==> src/rtl/gpio_regblk_pkg.sv <==
package gpio_regblk_pkg;

  localparam int BUS_DW = 32;
  localparam int BUS_BW = BUS_DW / 8;

  typedef enum logic [1:0] {
    SEL_C1_DATA = 2'd0,
    SEL_C1_DIR  = 2'd1,
    SEL_C2_DATA = 2'd2,
    SEL_C2_DIR  = 2'd3
  } reg_sel_e;

  function automatic logic [BUS_DW-1:0] lane_mask(input logic [BUS_BW-1:0] be);
    logic [BUS_DW-1:0] m;
    for (int i = 0; i < BUS_BW; i++) m[i*8 +: 8] = {8{be[i]}};
    return m;
  endfunction

endpackage

==> src/rtl/gpio_sync2.sv <==
module gpio_sync2 #(
  parameter int W = 32
) (
  input  logic         clk,
  input  logic         rst_n,
  input  logic [W-1:0] d,
  output logic [W-1:0] q
);
  logic [W-1:0] stage1;

  always_ff @(posedge clk or negedge rst_n) begin
    if (!rst_n) begin
      stage1 <= '0;
      q      <= '0;
    end else begin
      stage1 <= d;
      q      <= stage1;
    end
  end
endmodule

==> src/rtl/gpio_chan.sv <==
module gpio_chan #(
  parameter int          W           = 32,
  parameter bit          INPUTS_ONLY = 1'b0,
  parameter bit          BIDIR       = 1'b1,
  parameter logic [31:0] DATA_RST    = '0,
  parameter logic [31:0] DIR_RST     = '1
) (
  input  logic         clk,
  input  logic         rst_n,
  input  logic [W-1:0] pad_i,
  input  logic [W-1:0] in_i,
  input  logic         wr_data_en,
  input  logic         wr_dir_en,
  input  logic [W-1:0] wdata,
  input  logic [W-1:0] wmask,
  output logic [W-1:0] rd_data,
  output logic [W-1:0] rd_dir,
  output logic [W-1:0] dout_o,
  output logic [W-1:0] oe_o
);
  logic [W-1:0] pin_raw;
  logic [W-1:0] pin_s;

  // source chosen at build time
  assign pin_raw = BIDIR ? pad_i : in_i;

  gpio_sync2 #(.W(W)) u_sync (
    .clk  (clk),
    .rst_n(rst_n),
    .d    (pin_raw),
    .q    (pin_s)
  );

  generate
    if (INPUTS_ONLY) begin : g_in_only
      // no storage, outputs parked low
      assign rd_data = pin_s;
      assign rd_dir  = '0;
      assign dout_o  = '0;
      assign oe_o    = '0;
    end else begin : g_full
      logic [W-1:0] data_q;
      logic [W-1:0] dir_q;
      logic [W-1:0] data_wmask;

      // only enabled lanes of output-configured bits accept data
      assign data_wmask = wmask & ~dir_q;

      always_ff @(posedge clk or negedge rst_n) begin
        if (!rst_n) begin
          data_q <= DATA_RST[W-1:0];
          dir_q  <= DIR_RST[W-1:0];
        end else begin
          if (wr_data_en) data_q <= (data_q & ~data_wmask) | (wdata & data_wmask);
          if (wr_dir_en)  dir_q  <= (dir_q & ~wmask) | (wdata & wmask);
        end
      end

      assign rd_data = (pin_s & dir_q) | (data_q & ~dir_q);
      assign rd_dir  = dir_q;
      assign dout_o  = data_q;
      assign oe_o    = ~dir_q;

      // bits that were inputs never change their stored value
      a_r6_input_bits_hold: assert property (@(posedge clk) disable iff (!rst_n)
        1'b1 |=> (((data_q ^ $past(data_q)) & $past(dir_q)) == '0));

      // direction changes only on a direction write
      a_r4_dir_needs_write: assert property (@(posedge clk) disable iff (!rst_n)
        !wr_dir_en |=> $stable(dir_q));

      // data register changes only on a data write
      a_r6_data_needs_write: assert property (@(posedge clk) disable iff (!rst_n)
        !wr_data_en |=> $stable(data_q));
    end
  endgenerate
endmodule

==> src/rtl/gpio_regblk.sv <==
module gpio_regblk
  import gpio_regblk_pkg::*;
#(
  parameter int          WIDTH        = 32,
  parameter int          ADDR_W       = 8,
  parameter bit          DUAL         = 1'b1,
  parameter bit          INPUTS_ONLY1 = 1'b0,
  parameter bit          INPUTS_ONLY2 = 1'b0,
  parameter bit          BIDIR1       = 1'b1,
  parameter bit          BIDIR2       = 1'b1,
  parameter logic [31:0] DATA_RST1    = '0,
  parameter logic [31:0] DIR_RST1     = '1,
  parameter logic [31:0] DATA_RST2    = '0,
  parameter logic [31:0] DIR_RST2     = '1
) (
  input  logic              clk,
  input  logic              rst_n,
  input  logic              bus_sel,
  input  logic              bus_wr,
  input  logic [ADDR_W-1:0] bus_addr,
  input  logic [31:0]       bus_wdata,
  input  logic [3:0]        bus_be,
  output logic [31:0]       bus_rdata,
  output logic              bus_ack,
  input  logic [WIDTH-1:0]  ch1_pad_i,
  input  logic [WIDTH-1:0]  ch1_in_i,
  output logic [WIDTH-1:0]  ch1_dout_o,
  output logic [WIDTH-1:0]  ch1_oe_o,
  input  logic [WIDTH-1:0]  ch2_pad_i,
  input  logic [WIDTH-1:0]  ch2_in_i,
  output logic [WIDTH-1:0]  ch2_dout_o,
  output logic [WIDTH-1:0]  ch2_oe_o
);
  localparam int HI_SHIFT = 4;

  logic [1:0]       ridx;
  reg_sel_e         rsel;
  logic             mapped;
  logic             do_wr;
  logic [BUS_DW-1:0] wmask_full;
  logic [WIDTH-1:0] wmask;
  logic [WIDTH-1:0] wdata;
  logic [WIDTH-1:0] rd_mux;

  logic [WIDTH-1:0] c1_rd_data, c1_rd_dir, c2_rd_data, c2_rd_dir;
  logic [WIDTH-1:0] c2_dout, c2_oe;

  // decode
  assign ridx   = bus_addr[3:2];
  assign rsel   = reg_sel_e'(ridx);
  assign mapped = ((bus_addr >> HI_SHIFT) == '0) && (bus_addr[1:0] == 2'b00)
                  && (!ridx[1] || DUAL);
  assign do_wr  = bus_sel && bus_wr && mapped;

  // byte lanes
  assign wmask_full = lane_mask(bus_be);
  assign wmask      = wmask_full[WIDTH-1:0];
  assign wdata      = bus_wdata[WIDTH-1:0];

  gpio_chan #(
    .W(WIDTH), .INPUTS_ONLY(INPUTS_ONLY1), .BIDIR(BIDIR1),
    .DATA_RST(DATA_RST1), .DIR_RST(DIR_RST1)
  ) u_ch1 (
    .clk       (clk),
    .rst_n     (rst_n),
    .pad_i     (ch1_pad_i),
    .in_i      (ch1_in_i),
    .wr_data_en(do_wr && rsel == SEL_C1_DATA),
    .wr_dir_en (do_wr && rsel == SEL_C1_DIR),
    .wdata     (wdata),
    .wmask     (wmask),
    .rd_data   (c1_rd_data),
    .rd_dir    (c1_rd_dir),
    .dout_o    (ch1_dout_o),
    .oe_o      (ch1_oe_o)
  );

  gpio_chan #(
    .W(WIDTH), .INPUTS_ONLY(INPUTS_ONLY2), .BIDIR(BIDIR2),
    .DATA_RST(DATA_RST2), .DIR_RST(DIR_RST2)
  ) u_ch2 (
    .clk       (clk),
    .rst_n     (rst_n),
    .pad_i     (ch2_pad_i),
    .in_i      (ch2_in_i),
    .wr_data_en(do_wr && rsel == SEL_C2_DATA),
    .wr_dir_en (do_wr && rsel == SEL_C2_DIR),
    .wdata     (wdata),
    .wmask     (wmask),
    .rd_data   (c2_rd_data),
    .rd_dir    (c2_rd_dir),
    .dout_o    (c2_dout),
    .oe_o      (c2_oe)
  );

  // second channel parked when not built
  assign ch2_dout_o = DUAL ? c2_dout : '0;
  assign ch2_oe_o   = DUAL ? c2_oe   : '0;

  always_comb begin
    rd_mux = '0;
    if (mapped) begin
      case (rsel)
        SEL_C1_DATA: rd_mux = c1_rd_data;
        SEL_C1_DIR:  rd_mux = c1_rd_dir;
        SEL_C2_DATA: rd_mux = c2_rd_data;
        SEL_C2_DIR:  rd_mux = c2_rd_dir;
        default:     rd_mux = '0;
      endcase
    end
  end

  // one-cycle registered response
  always_ff @(posedge clk or negedge rst_n) begin
    if (!rst_n) begin
      bus_ack   <= 1'b0;
      bus_rdata <= '0;
    end else begin
      bus_ack   <= bus_sel;
      bus_rdata <= (bus_sel && !bus_wr) ? BUS_DW'(rd_mux) : '0;
    end
  end

  a_r2_ack_follows_sel: assert property (@(posedge clk) disable iff (!rst_n)
    bus_sel |=> bus_ack);

  a_r2_no_spurious_ack: assert property (@(posedge clk) disable iff (!rst_n)
    !bus_sel |=> !bus_ack);

  a_r12_unmapped_reads_zero: assert property (@(posedge clk) disable iff (!rst_n)
    (bus_sel && !bus_wr && !mapped) |=> (bus_rdata == '0));

  a_r11_ch2_parked: assert property (@(posedge clk) disable iff (!rst_n)
    !DUAL |-> (ch2_oe_o == '0 && ch2_dout_o == '0));
endmodule

==> config.mk <==
export PLATFORM = sky130hd
export DESIGN_NAME = gpio_regblk
export DESIGN_NICKNAME = d
export VERILOG_FILES = /design/src/rtl/gpio_regblk_pkg.sv /design/src/rtl/gpio_sync2.sv /design/src/rtl/gpio_chan.sv /design/src/rtl/gpio_regblk.sv
export SDC_FILE = /design/constraint.sdc
export NUM_CORES = 1
export LEC_CHECK = 0
export BUFFER_PORTS_ARGS = -buffer_cell sky130_fd_sc_hd__buf_2
export CORE_MARGIN = 2
export CORE_UTILIZATION = 30
export DETAILED_ROUTE_END_ITERATION = 12
export PLACE_DENSITY = 0.62
export REMOVE_ABC_BUFFERS = 1
export SLEW_MARGIN = 20
export SYNTH_ARGS = -nofsm -noshare
export SYNTH_HDL_FRONTEND = slang
export SYNTH_SLANG_ARGS = --single-unit
==> constraint.sdc <==
create_clock -name clk -period 1.6 [get_ports clk]
set_input_delay 0.4 -clock clk [delete_from_list [all_inputs] [get_ports clk]]
set_output_delay 0.4 -clock clk [all_outputs]
set_load 0.05 [all_outputs]
# --- Word-level counts from Yosys, hierarchy flattened ---
# Cells that the tools add are included.
# Widths: inputs -> output; s select.
classes:
  muxes: 3
  reduce_logical: 12
  bitwise: 24
  n_eq_ne: 3
op_table:
  columns: ["cell", "count"]
  rows:
  - ["$and 32x32->32", 13]
  - ["$or 32x32->32", 6]
  - ["$not 32->32", 5]
  - ["$pmux 32 s4", 1]
  - ["$mux 32", 2]
  - ["$logic_and 1x1->1", 8]
  - ["$logic_not 8->1", 1]
  - ["$eq 2x2->1 const B", 2]
  - ["$logic_not 2->1", 2]
  - ["$eq 2x1->1 const B", 1]
  - ["$logic_not 1->1", 1]
word_totals:
  register_bits: 289
  out_inout_bits: 161
  word_cells: 52

# --- Longest topological paths before layout ---
logic_depth:
  ltp_word: 6
  depth_mapped: 6
  depth_no_buf: 3

# --- Cells and area by module ---
# Synthesis repeated with hierarchy kept, for this count alone.
hier_totals:
  cells_unflattened: 779
  hier_area_um2: 11981.5
by_module_without_submodules:
  columns: ["module", "area_per_inst_um2", "n_inst", "cells_each", "seq_area_each_um2"]
  rows:
  - ["gpio_chan", 3364.5, 2, 262, 1641.6]
  - ["gpio_sync2", 1601.5, 2, 64, 1601.5]
  - ["gpio_regblk", 2049.5, 1, 127, 825.8]

# --- Worst setup path after synthesis ---
# Ideal clock, no wire load.
synth_path:
  path_kind: "input to register"
  startpoint: "input port bus_addr[5]"
  endpoint: "register with a tool-made name"
  path_buffers: 2
  arrival_time_ps: 1805
  t_required_ps: 1472
  stages: 5
  path_slack_ps: -332
  path_cell_list: "or4_1 buf_6 buf_6 nor4_2 mux2_1"
synth_rtl:
  columns: ["element", "line", "text"]
  rows:
  - ["start, declared", "gpio_regblk.sv:20", "input logic [ADDR_W-1:0] bus_addr,"]

==> results.toml <==
[clock_network]
clockBufferDepth = 3
clock_latency_ns = 0.53
cts_buffers = 34
h-tree-depth = 2
clock-sinks = 289
tritoncts = "done"
clk_pin_slew_ns = 0.06
ctsRootBufferMaster = "clkbuf_16"

[finish]
area_delta_synth_final_pct = 48.50
finalNetCount = 1464
drive_gt1_frac = 0.5776
fin_cells = 1835
final_util = 0.4513
finish.instance_area_mm2 = 0.01740
fillerInstances = 3508

[routing]
drt-pass1-iter-count = 6
drt_iter0_drc = 336
ant_nets = 0
routed_wl_mm = 35.55
wl_per_cell_um = 19.37
drc = 0
vias_per_cell = 4.664
vias = 8558

[power]
power_per_cell_area_mw_per_mm2 = 955.6
power.leakage_nw = 7.677
vdd_drop_max_mv = 0.8316

[sta]
worst_pin_slew_ns = 0.8477
max_freq_mhz = 585.9
finClkSkew_ns = 0.009639
tns_ns = -4.981
relSlewSlack = 0.4348
fin_crit_ns = 1.707
finalSetupViolCount = 95
hold_viol_final = 0
period_share = 1.067
layout_setup_ws_ns = -0.1068
maxSlewViolCount = 0
rsz0062_at_grt = "yes"

[hold_path]
holdPathEnd = "bus_ack"
hold_depth = 1
hold_class = "in -> reg"
min-delay-start = "bus_sel"

[floorplan]
rows = 72
die_height_um = 201.6
core_mm2 = 0.03856
dieArea_mm2 = 0.04065
die_width_um = 201.6
pin_count = 337
start_util = 0.3039

[run]
max_cap_violations = 0

[setup_path]
crit_type = "reg -> out"
arrival_ns = 1.31
r2r-end = "bus_rdata[3]"
critical_path.max_fanout = 5
worstSetupEndpointType = "primary output"
reg2regPathDepth = 4
rrSetupSlack_ns = 0.18
cp.required_ns = 1.20
crit_path_start_kind = "flip-flop"

[synth]
syn_area_mm2 = 0.01172
ys_seq_area_frac = 0.6240
synth_edf_count = 0
synthArstFlopShare = 1.000
syn_area_per_cell_um2 = 13.95
ys_seq_elements = 289
ys_types = 30
syn-instance-count = 840
yosys_warnings = 0
synth_ff_type = "dfrtp_1"

[place]
place_ws_ns = -0.6265
gp_congestion = 0.7629
place_area_mm2 = 0.01422
dpl.hpwl_mm = 21.55
dp_cells = 1639
portBuffers = 272

[grt]
grt_pass1_vias = 9238
grt_usage = 0.1722
grt_pass1_wl_mm = 54.21
antenna_found_initial = 5
grt_max_degree = 75
grt_overflow_total = 0

[status]
violations = "negative setup slack"
outcome = "complete, but fails checks"
==> how the worst max path moves through the flow <==
stage | to | slack (ns) | cells after the start | startpoint
after floorplan | flip-flop | -1.37 | 3 | bus_addr[5]
after global placement | flip-flop | -0.63 | 5 | bus_addr[5]
after detailed placement | flip-flop | -0.63 | 5 | bus_addr[5]
after CTS | ch1_oe_o[18] | -0.14 | 2 | flip-flop
after global routing | ch1_oe_o[16] | -0.16 | 2 | flip-flop
final | ch1_oe_o[16] | -0.11 | 2 | flip-flop
==> final cells by class <==
type                       instances  area [um^2]  area share
sequential                       289         7312      0.4202
timing repair buffer             458         3909      0.2246
clock inverter                     4        47.55    0.002732
antenna                            3        7.507   0.0004314
clock buffer                      58         1075     0.06177
inverter                          64        240.2     0.01381
multi-input combinational        441         4161      0.2392
tap                              518        648.1     0.03725
==> layout by cell type, fill, tap and decap left out, types with 7 or more instances in the layout <==
master,instances
buf_12,25
dlygate4sd3_1,65
buf_4,146
a21oi_1,31
or3b_2,32
dfstp_2,64
buf_6,68
clkbuf_1,14
nor4_2,46
mux2_2,67
mux2_1,47
o21a_1,31
dfrtp_1,225
a21o_1,32
nor4_4,18
nor3b_1,31
clkbuf_16,40
clkbuf_8,7
o21ai_0,62
inv_2,64
mux2_4,15
buf_2,139
clkbuf_4,9
==> power breakdown <==
part,switching (mW),internal (mW)
logic,0.763,0.520
clock network,2.98,4.72
registers,0.0872,7.55
==> metal layers <==
layer / global-route usage / wire length, um
met5: 0 / 41
met4: 0.05909 / 926
met3: 0.04065 / 1901
met2: 0.2861 / 17220
met1: 0.2204 / 15460
==> synth_stat cells (11+ instances only) <==
cell,instances,area (um^2)
inv_1,64,240.2
or3b_2,32,280.3
dfstp_2,64,1682
o21ai_0,62,310.3
buf_2,11,55.05
mux2_2,69,777.0
nor4_2,61,763.2
a21o_1,32,240.2
dfrtp_1,225,5630
mux2_1,60,675.7
clkbuf_1,27,101.4
o21a_1,31,232.7
nor3b_1,31,232.7
a21oi_1,31,155.2
==> kinds of logic (layout without fill, tap and decap cells) <==
| kind of cell | after synthesis | in the layout | share of synthesized area |
|---|---|---|---|
| other cells | 0 | 3 | 0 |
| flops | 289 | 289 | 0.6240 |
| compound gates | 158 | 158 | 0.08115 |
| simple gates | 154 | 154 | 0.1300 |
| mux | 129 | 129 | 0.1240 |
| buf+inv | 110 | 584 | 0.04090 |
==> worst max-delay path, cell delays in order, from the launching register on <==
cell,delay [ns]
dfstp_2,0.58
inv_2,0.05
buf_6,0.15
==> what timing repair did <==
| action | CTS | global route |
|---|---|---|
| pin swaps | 0 | 4 |
| gates resized for setup | 249 | 54 |
| setup endpoints to repair | 129 | 105 |
| buffers inserted | 59 | 3 |
| endpoints found under the hold margin | 175 | 0 |
| hold buffers | 65 | 0 |
| cloned | 0 | 4 |
==> through the flow <==
| stage | power, mW | hold WS [ns] |
|---|---|---|
| final | 16.63 | 0.1266 |
| after global routing | 17.28 | 0.1220 |
| after CTS | 16.80 | 0.09785 |
| after detailed placement | 8.783 | 0.2655 |
| after global placement | 8.760 | 0.2622 |
| after floorplan | 8.083 | 0.1044 |
Power figures use the tool's default switching activity.
